--- src/rtl/svc_hijack_pkg.sv ---
package svc_hijack_pkg;
  localparam int unsigned ADDR_W_DEF = 16;
  localparam int unsigned DATA_W_DEF = 8;
  localparam int unsigned PORT_W_DEF = 8;
  localparam logic [15:0] NMI_VEC_DEF  = 16'h0066;
  localparam logic [15:0] BOOT_END_DEF = 16'h8000;
  localparam logic [7:0]  EXIT_PORT_DEF = 8'h80;
  localparam logic [7:0]  EXIT_OPC_DEF  = 8'h45;
endpackage

--- src/rtl/svc_entry.sv ---
module svc_entry #(
  parameter int unsigned ADDR_W = 16,
  parameter logic [ADDR_W-1:0] NMI_VEC = 'h66
) (
  input  logic              clk,
  input  logic              rst,
  input  logic              key,
  input  logic              svc,
  input  logic              fetch,
  input  logic [ADDR_W-1:0] addr,
  output logic              nmi,
  output logic              enter
);
  logic nmi_q;

  assign enter = nmi_q & fetch & (addr == NMI_VEC);
  assign nmi   = nmi_q;

  always_ff @(posedge clk) begin
    if (rst)                        nmi_q <= 1'b0;
    else if (enter)                 nmi_q <= 1'b0;
    else if (key && !svc && !nmi_q) nmi_q <= 1'b1;
  end
endmodule

--- src/rtl/svc_exit.sv ---
module svc_exit #(
  parameter int unsigned PORT_W = 8,
  parameter int unsigned DATA_W = 8,
  parameter logic [PORT_W-1:0] EXIT_PORT = 'h80,
  parameter logic [DATA_W-1:0] EXIT_OPC  = 'h45
) (
  input  logic              clk,
  input  logic              rst,
  input  logic              svc,
  input  logic              boot,
  input  logic              io_wr,
  input  logic [PORT_W-1:0] port,
  input  logic              rd_act,
  input  logic [DATA_W-1:0] din,
  output logic              armed,
  output logic              exit_now
);
  logic armed_q, hit_q, rd_q, port_hit, rd_end;

  assign port_hit = svc & io_wr & (port == EXIT_PORT);
  assign rd_end   = rd_q & ~rd_act;
  assign exit_now = (port_hit & boot) | (hit_q & rd_end);
  assign armed    = armed_q;

  always_ff @(posedge clk) begin
    if (rst) rd_q <= 1'b0;
    else     rd_q <= rd_act;
  end

  always_ff @(posedge clk) begin
    if (rst || !svc || exit_now)       armed_q <= 1'b0;
    else if (port_hit && !boot)        armed_q <= 1'b1;
  end

  always_ff @(posedge clk) begin
    if (rst || !svc || exit_now)                  hit_q <= 1'b0;
    else if (armed_q && rd_act && din == EXIT_OPC) hit_q <= 1'b1;
  end
endmodule

--- src/rtl/svc_boot.sv ---
module svc_boot #(
  parameter int unsigned ADDR_W = 16,
  parameter logic [ADDR_W-1:0] BOOT_END = 'h8000
) (
  input  logic              clk,
  input  logic              rst,
  input  logic              svc,
  input  logic              fetch,
  input  logic [ADDR_W-1:0] addr,
  output logic              boot
);
  always_ff @(posedge clk) begin
    if (rst)                                    boot <= 1'b1;
    else if (fetch && !svc && addr == BOOT_END) boot <= 1'b0;
  end
endmodule

--- src/rtl/svc_hijack_ctrl.sv ---
module svc_hijack_ctrl
  import svc_hijack_pkg::*;
#(
  parameter int unsigned ADDR_W = ADDR_W_DEF,
  parameter int unsigned DATA_W = DATA_W_DEF,
  parameter int unsigned PORT_W = PORT_W_DEF,
  parameter logic [ADDR_W-1:0] NMI_VEC   = NMI_VEC_DEF,
  parameter logic [ADDR_W-1:0] BOOT_END  = BOOT_END_DEF,
  parameter logic [PORT_W-1:0] EXIT_PORT = EXIT_PORT_DEF,
  parameter logic [DATA_W-1:0] EXIT_OPC  = EXIT_OPC_DEF
) (
  input  logic              clk,
  input  logic              rst,
  input  logic              svc_key,
  input  logic [ADDR_W-1:0] cpu_addr,
  input  logic [DATA_W-1:0] cpu_din,
  input  logic              cpu_m1,
  input  logic              cpu_mreq,
  input  logic              cpu_iorq,
  input  logic              cpu_rd,
  input  logic              cpu_wr,
  output logic              nmi_req,
  output logic              svc_mode,
  output logic              force_nop
);
  logic fetch_cyc, read_cyc, io_write;
  logic enter_w, exit_w, exit_armed, boot_scan;

  assign fetch_cyc = cpu_m1 & cpu_mreq;
  assign read_cyc  = cpu_mreq & cpu_rd;
  assign io_write  = cpu_iorq & cpu_wr;

  svc_entry #(.ADDR_W(ADDR_W), .NMI_VEC(NMI_VEC)) u_entry (
    .clk(clk), .rst(rst), .key(svc_key), .svc(svc_mode),
    .fetch(fetch_cyc), .addr(cpu_addr), .nmi(nmi_req), .enter(enter_w)
  );

  svc_exit #(.PORT_W(PORT_W), .DATA_W(DATA_W),
             .EXIT_PORT(EXIT_PORT), .EXIT_OPC(EXIT_OPC)) u_exit (
    .clk(clk), .rst(rst), .svc(svc_mode), .boot(boot_scan),
    .io_wr(io_write), .port(cpu_addr[PORT_W-1:0]), .rd_act(read_cyc),
    .din(cpu_din), .armed(exit_armed), .exit_now(exit_w)
  );

  svc_boot #(.ADDR_W(ADDR_W), .BOOT_END(BOOT_END)) u_boot (
    .clk(clk), .rst(rst), .svc(svc_mode), .fetch(fetch_cyc),
    .addr(cpu_addr), .boot(boot_scan)
  );

  always_ff @(posedge clk) begin
    if (rst)          svc_mode <= 1'b1;
    else if (enter_w) svc_mode <= 1'b1;
    else if (exit_w)  svc_mode <= 1'b0;
  end

  assign force_nop = boot_scan & ~svc_mode;
endmodule

--- config.mk ---
export PLATFORM = sky130hd
export DESIGN_NAME = svc_hijack_ctrl
export DESIGN_NICKNAME = d
export VERILOG_FILES = /design/src/rtl/svc_hijack_pkg.sv /design/src/rtl/svc_entry.sv /design/src/rtl/svc_exit.sv /design/src/rtl/svc_boot.sv /design/src/rtl/svc_hijack_ctrl.sv
export SDC_FILE = /design/constraint.sdc
export NUM_CORES = 1
export LEC_CHECK = 0
export ABC_AREA = 0
export BUFFER_PORTS_ARGS = -buffer_cell sky130_fd_sc_hd__buf_2
export CELL_PAD_IN_SITES_DETAIL_PLACEMENT = 2
export CELL_PAD_IN_SITES_GLOBAL_PLACEMENT = 2
export CORE_MARGIN = 2
export CORE_UTILIZATION = 15
export DETAILED_ROUTE_END_ITERATION = 12
export GPL_TIMING_DRIVEN = 0
export MAX_ROUTING_LAYER = met4
export PLACE_DENSITY_LB_ADDON = 0.1
export SLEW_MARGIN = 20
export SYNTH_ARGS = -nofsm -noshare
export SYNTH_HDL_FRONTEND = slang
export SYNTH_SLANG_ARGS = --single-unit
--- constraint.sdc ---
create_clock -name clk -period 1.63 [get_ports clk]
set_clock_uncertainty 0.2 [all_clocks]
set_input_delay 0.4075 -clock clk [delete_from_list [all_inputs] [get_ports clk]]
set_output_delay 0.4075 -clock clk [all_outputs]
set_load 0.005 [all_outputs]
* Yosys cells after proc, flatten, opt, wreduce, memory -nomap -nowiden
Index checks and enable logic that the tools add are counted.
W data, S select, Z words.
** Word-level totals
- Memory bits (writable) :: 0
- Word-level logic and storage cells :: 37
- Input bits :: 32
- Memories kept :: 0
- Register bits :: 6
- Output and inout bits :: 3
- Bits in latches :: 0
- ROM bits :: 0
** Operators by class
- Muxes and demuxes :: 0
- Order comparisons :: 0
- Bitwise gates (word level) :: 14
- Div/mod/pow operators :: 0
- Equality and inequality tests :: 4
- Add/sub/neg operators :: 0
- Reduce and logical (&&, ||, !) cells :: 13
- Shift-type cells :: 0
- $mul :: 0
** Operators by type and width (count)
- $eq A16 B16 Y1 const B :: 1
- $eq A16 B7 Y1 const B :: 1
- $and A1 B1 Y1 :: 11
- $eq A8 B7 Y1 const B :: 1
- $eq A8 B8 Y1 const B :: 1
- $logic_and A1 B1 Y1 :: 7
- $logic_not A1 Y1 :: 3
- $logic_or A1 B1 Y1 :: 2
- $not A1 Y1 :: 2
- $reduce_or A2 Y1 :: 1
- $or A1 B1 Y1 :: 1

* Logic depth before layout (Yosys ltp)
- Depth after elaboration :: 6
- Gate-level depth with buffers :: 4
- Depth with buffers taken out :: 4

* Modules after synthesis
From an unflattened synthesis, not the netlist that was laid out.
** Second synthesis, totals
- Cell total of the unflattened synthesis :: 49
- Area total of the unflattened synthesis :: 421.7 um^2
** Modules (own cells, without submodules)
- svc_exit :: area each 190.2 um^2, sequential area each 60.1 um^2, cells each 20, times used 1
- svc_entry :: area each 97.6 um^2, sequential area each 20.0 um^2, cells each 12, times used 1
- svc_boot :: area each 76.3 um^2, sequential area each 20.0 um^2, cells each 9, times used 1
- svc_hijack_ctrl :: area each 57.6 um^2, sequential area each 20.0 um^2, cells each 8, times used 1

* Least setup slack after synthesis
No wires, ideal clock.
- Path type :: input-to-reg
- From :: input cpu_addr[1]
- To :: register svc_mode
- Slack :: 0.249 ns
- Library setup time :: 0.121 ns
- Data arrival time :: 1.060 ns
- Cell stages on the path :: 4
- Buffers on the path :: 0
- Data required time :: 1.309 ns
- Cell sequence :: nor4_2 -> nand2_1 -> nor3_2 -> o21bai_1
** On the way
- Cells in the longest elaborated chain, start to end :: 4
- Elaborated cells on any way between the ends :: 7
- Classes of those cells :: eq/ne: 2; bitwise: 4; reduce/logical: 1
** Ends and longest elaborated chain
- start, declared :: line svc_hijack_ctrl.sv:15 : input logic [ADDR_W-1:0] cpu_addr,
- $eq A8 B8 Y1 :: line svc_exit.sv:20 : assign port_hit = svc & io_wr & (port == EXIT_PORT);
- $and A1 B1 Y1 :: line svc_exit.sv:20
- $and A1 B1 Y1 :: line svc_exit.sv:22 : assign exit_now = (port_hit & boot) | (hit_q & rd_end);
- $or A1 B1 Y1 :: line svc_exit.sv:22
- end signal, assigned :: line svc_hijack_ctrl.sv:51 : if (rst) svc_mode <= 1'b1;
- end signal, assigned :: line svc_hijack_ctrl.sv:52 : else if (enter_w) svc_mode <= 1'b1;
- end signal, assigned :: line svc_hijack_ctrl.sv:53 : else if (exit_w) svc_mode <= 1'b0;
- end, declared :: line svc_hijack_ctrl.sv:23 : output logic svc_mode,
Parallel ways exist; a longest one is shown, timed or not.
A chain may end at the register's enable or synchronous reset.

* Worst setup path after layout
- From :: register svc_mode
- To :: output force_nop
** On the way
- Cells in the longest elaborated chain, start to end :: 2
** Ends and longest elaborated chain
- $not A1 Y1 :: line svc_hijack_ctrl.sv:56 : assign force_nop = boot_scan & ~svc_mode;
- $and A1 B1 Y1 :: line svc_hijack_ctrl.sv:56
- end, declared :: line svc_hijack_ctrl.sv:24 : output logic force_nop
Every way passes these cells.

==> metrics.txt <==
Mapped Cells 40; Worst-path clk slew 50 ps; headroom to the max-slew limit 0.786; FFs w/ async S/R, synth 0; initial core utilization 0.157; fin crit share 0.907; area of the core 0.00219 mm2; total power 0.342 mW; Cell Area, Synth 344 um2; DRC Markers 0; hold_ws 174 ps; share of cells above drive strength 1 0.545; clk_lat worst skew 240 ps; met3 usage 0.0632; final hold violation count 0; worst-case clock buffer depth 2; Detailed Route Iter0 Violations 3; Post-CTS Hold Buffers 0; antenna violations before repair 0; vias in the first global route 453; Avg Inst Size Synth 8.60 um2; Nets 111; Slew Viols, Final 0; outcome finished clean; Post-CTS Setup Inserts 0; first-pass GRT wire length 1900 um; commonest cells in the netlist dfxtp_1 (6), nor2_1 (4), inv_1 (3), nand4_1 (3), o21bai_1 (3); Port Buffers 34; clk root buf clkbuf_4; ant diodes 0; largest net degree at the start of global routing 7; max cap viols 0; Max rail drop VDD 0.000352 V; Ports 35; Placement Setup Slack -95.8 ps; syn nets 72; clk sinks 6; Rows 17; drt wl/cell 11.8 um; DRT Wirelength 1240 um; top cell type's share of synthesized area 0.349; Layout Cells excl Fill 105; minimum clock period 1480 ps; count leader, synth dfxtp_1; Overflow after GRT 0; met2 Usage GRT 0.158; Synth cell types 22; WS Path Type flop to primary output; Yosys top cell by area dfxtp_1; CP Launch Type flop; Primary FF master, synth dfxtp_1; top cells by area, synth dfxtp_1 (35%), o21bai_1 (6.5%), nor3_2 (5.8%); Hold Path Class input pin to flop; GRT Total Usage 0.104; H-tree depth 1; Crit Path Max Fanout 6; measured slew at the worst slew-check pin 317 ps; GPL Wtd Cong 0.741; dpl cells 102; Synth Register Bits 6; Avg Vias per Cell 4.29; Post-CTS Resized 0; Die Span Y 51.9 um; RSZ-0062 raised after global routing false; via count 450; Max Clock Freq 0.676 GHz; Num CTS Buffers 3; Area Growth Syn to Fin 66.2%; GRT Max-Usage Layer met2; register area share after synthesis 0.349; die width 51.9 um; GRT met1 Usage 0.114; Pre-antenna DRT Iters 2; # setup viols final 0; worst path required time 1020 ps; DIE AREA 0.00269 mm2; pwr dens 599 mW/mm2; data arrival time of the worst path 870 ps; leakage power 0.285 nW; CTS tree yes; CP endpoint kind primary output; setup ws final 151 ps; Syn. warnings 0; Routed Antenna Nets 0; Post-synth EDFFs 0
-- area by class of cell --
cell class | instances | area (um2)
Timing Repair Buffer | 34 | 170
Multi-Input combinational cell | 31 | 213
Sequential cell | 6 | 120
Clock buffer | 3 | 22.5
Inverter | 3 | 11.3
Fill cell | 285 | 1620
Tap cell | 28 | 35.0
-- worst max-delay path, stage by stage, from the launching register on --
cell and delay, ps:
dfxtp_1 430, nor2_1 70, buf_2 130
-- registers in the layout, summed over array words and instances (netlist names) --
name,cells
svc_mode,1
u_boot.boot,1
u_entry.nmi,1
u_exit.armed,1
u_exit.hit_q,1
u_exit.rd_q,1
-- layout by cell type (no fill, tap or decap) --
cell / netlist / final
clkbuf_4: 0 / 3
nor2_1: 4 / 4
nor4_1: 2 / 2
o21ai_0: 1 / 1
nor3b_1: 1 / 1
and3_1: 1 / 1
a21oi_1: 1 / 1
a31oi_1: 1 / 1
nor4_2: 1 / 1
buf_2: 0 / 34
nor4b_1: 1 / 1
nand4_1: 3 / 3
o21ba_2: 1 / 1
or2_1: 1 / 1
inv_1: 3 / 3
nor4b_2: 1 / 1
and4b_1: 1 / 1
nor3_2: 2 / 2
nand2_1: 2 / 2
o21bai_1: 3 / 3
dfxtp_1: 6 / 6
nor3_1: 1 / 1
nor2b_1: 2 / 2
and2_1: 1 / 1
-- metal layers --
layer / part of all wire / vias to the layer above / wire length, um
met2: 0.51 / 16 / 629
li1: - / 225 / -
met5: 0 / - / 0
met3: 0.083 / 0 / 103
met1: 0.41 / 209 / 512
met4: 0 / 0 / 0
-- kinds of logic after synthesis --
kind of cell / synth area share
buf+inv: 0.0327
simple gates: 0.476
compound gates: 0.142
flops: 0.349
-- per-stage QoR --
stage,setup TNS [ps],utilization,instance area [um2]
after floorplan,0,-,344
after global placement,-217,0.251,549
after detailed placement,-128,0.251,549
after CTS,0,0.261,572
after global routing,0,0.261,572
final,0,0.261,572
-- final timing paths --
kind | startpoint | to | slack, ps | cells after the start
max | svc_mode | force_nop | 150 | 2
min | rst | u_exit.rd_q | 170 | 2
max reg2reg | svc_mode | u_exit.hit_q | 350 | 3
min reg2reg | u_entry.nmi | u_entry.nmi | 320 | 2
-- power by group --
group          total (mW)  internal (mW)  switching [mW]  leakage [nW]
clock               0.138         0.0834          0.0545        0.0138
sequential          0.149          0.148        0.000330        0.0486
combinational      0.0559         0.0349          0.0211         0.223
total               0.342          0.266          0.0759         0.285
Note: power is estimated with default switching activity, not from simulation.
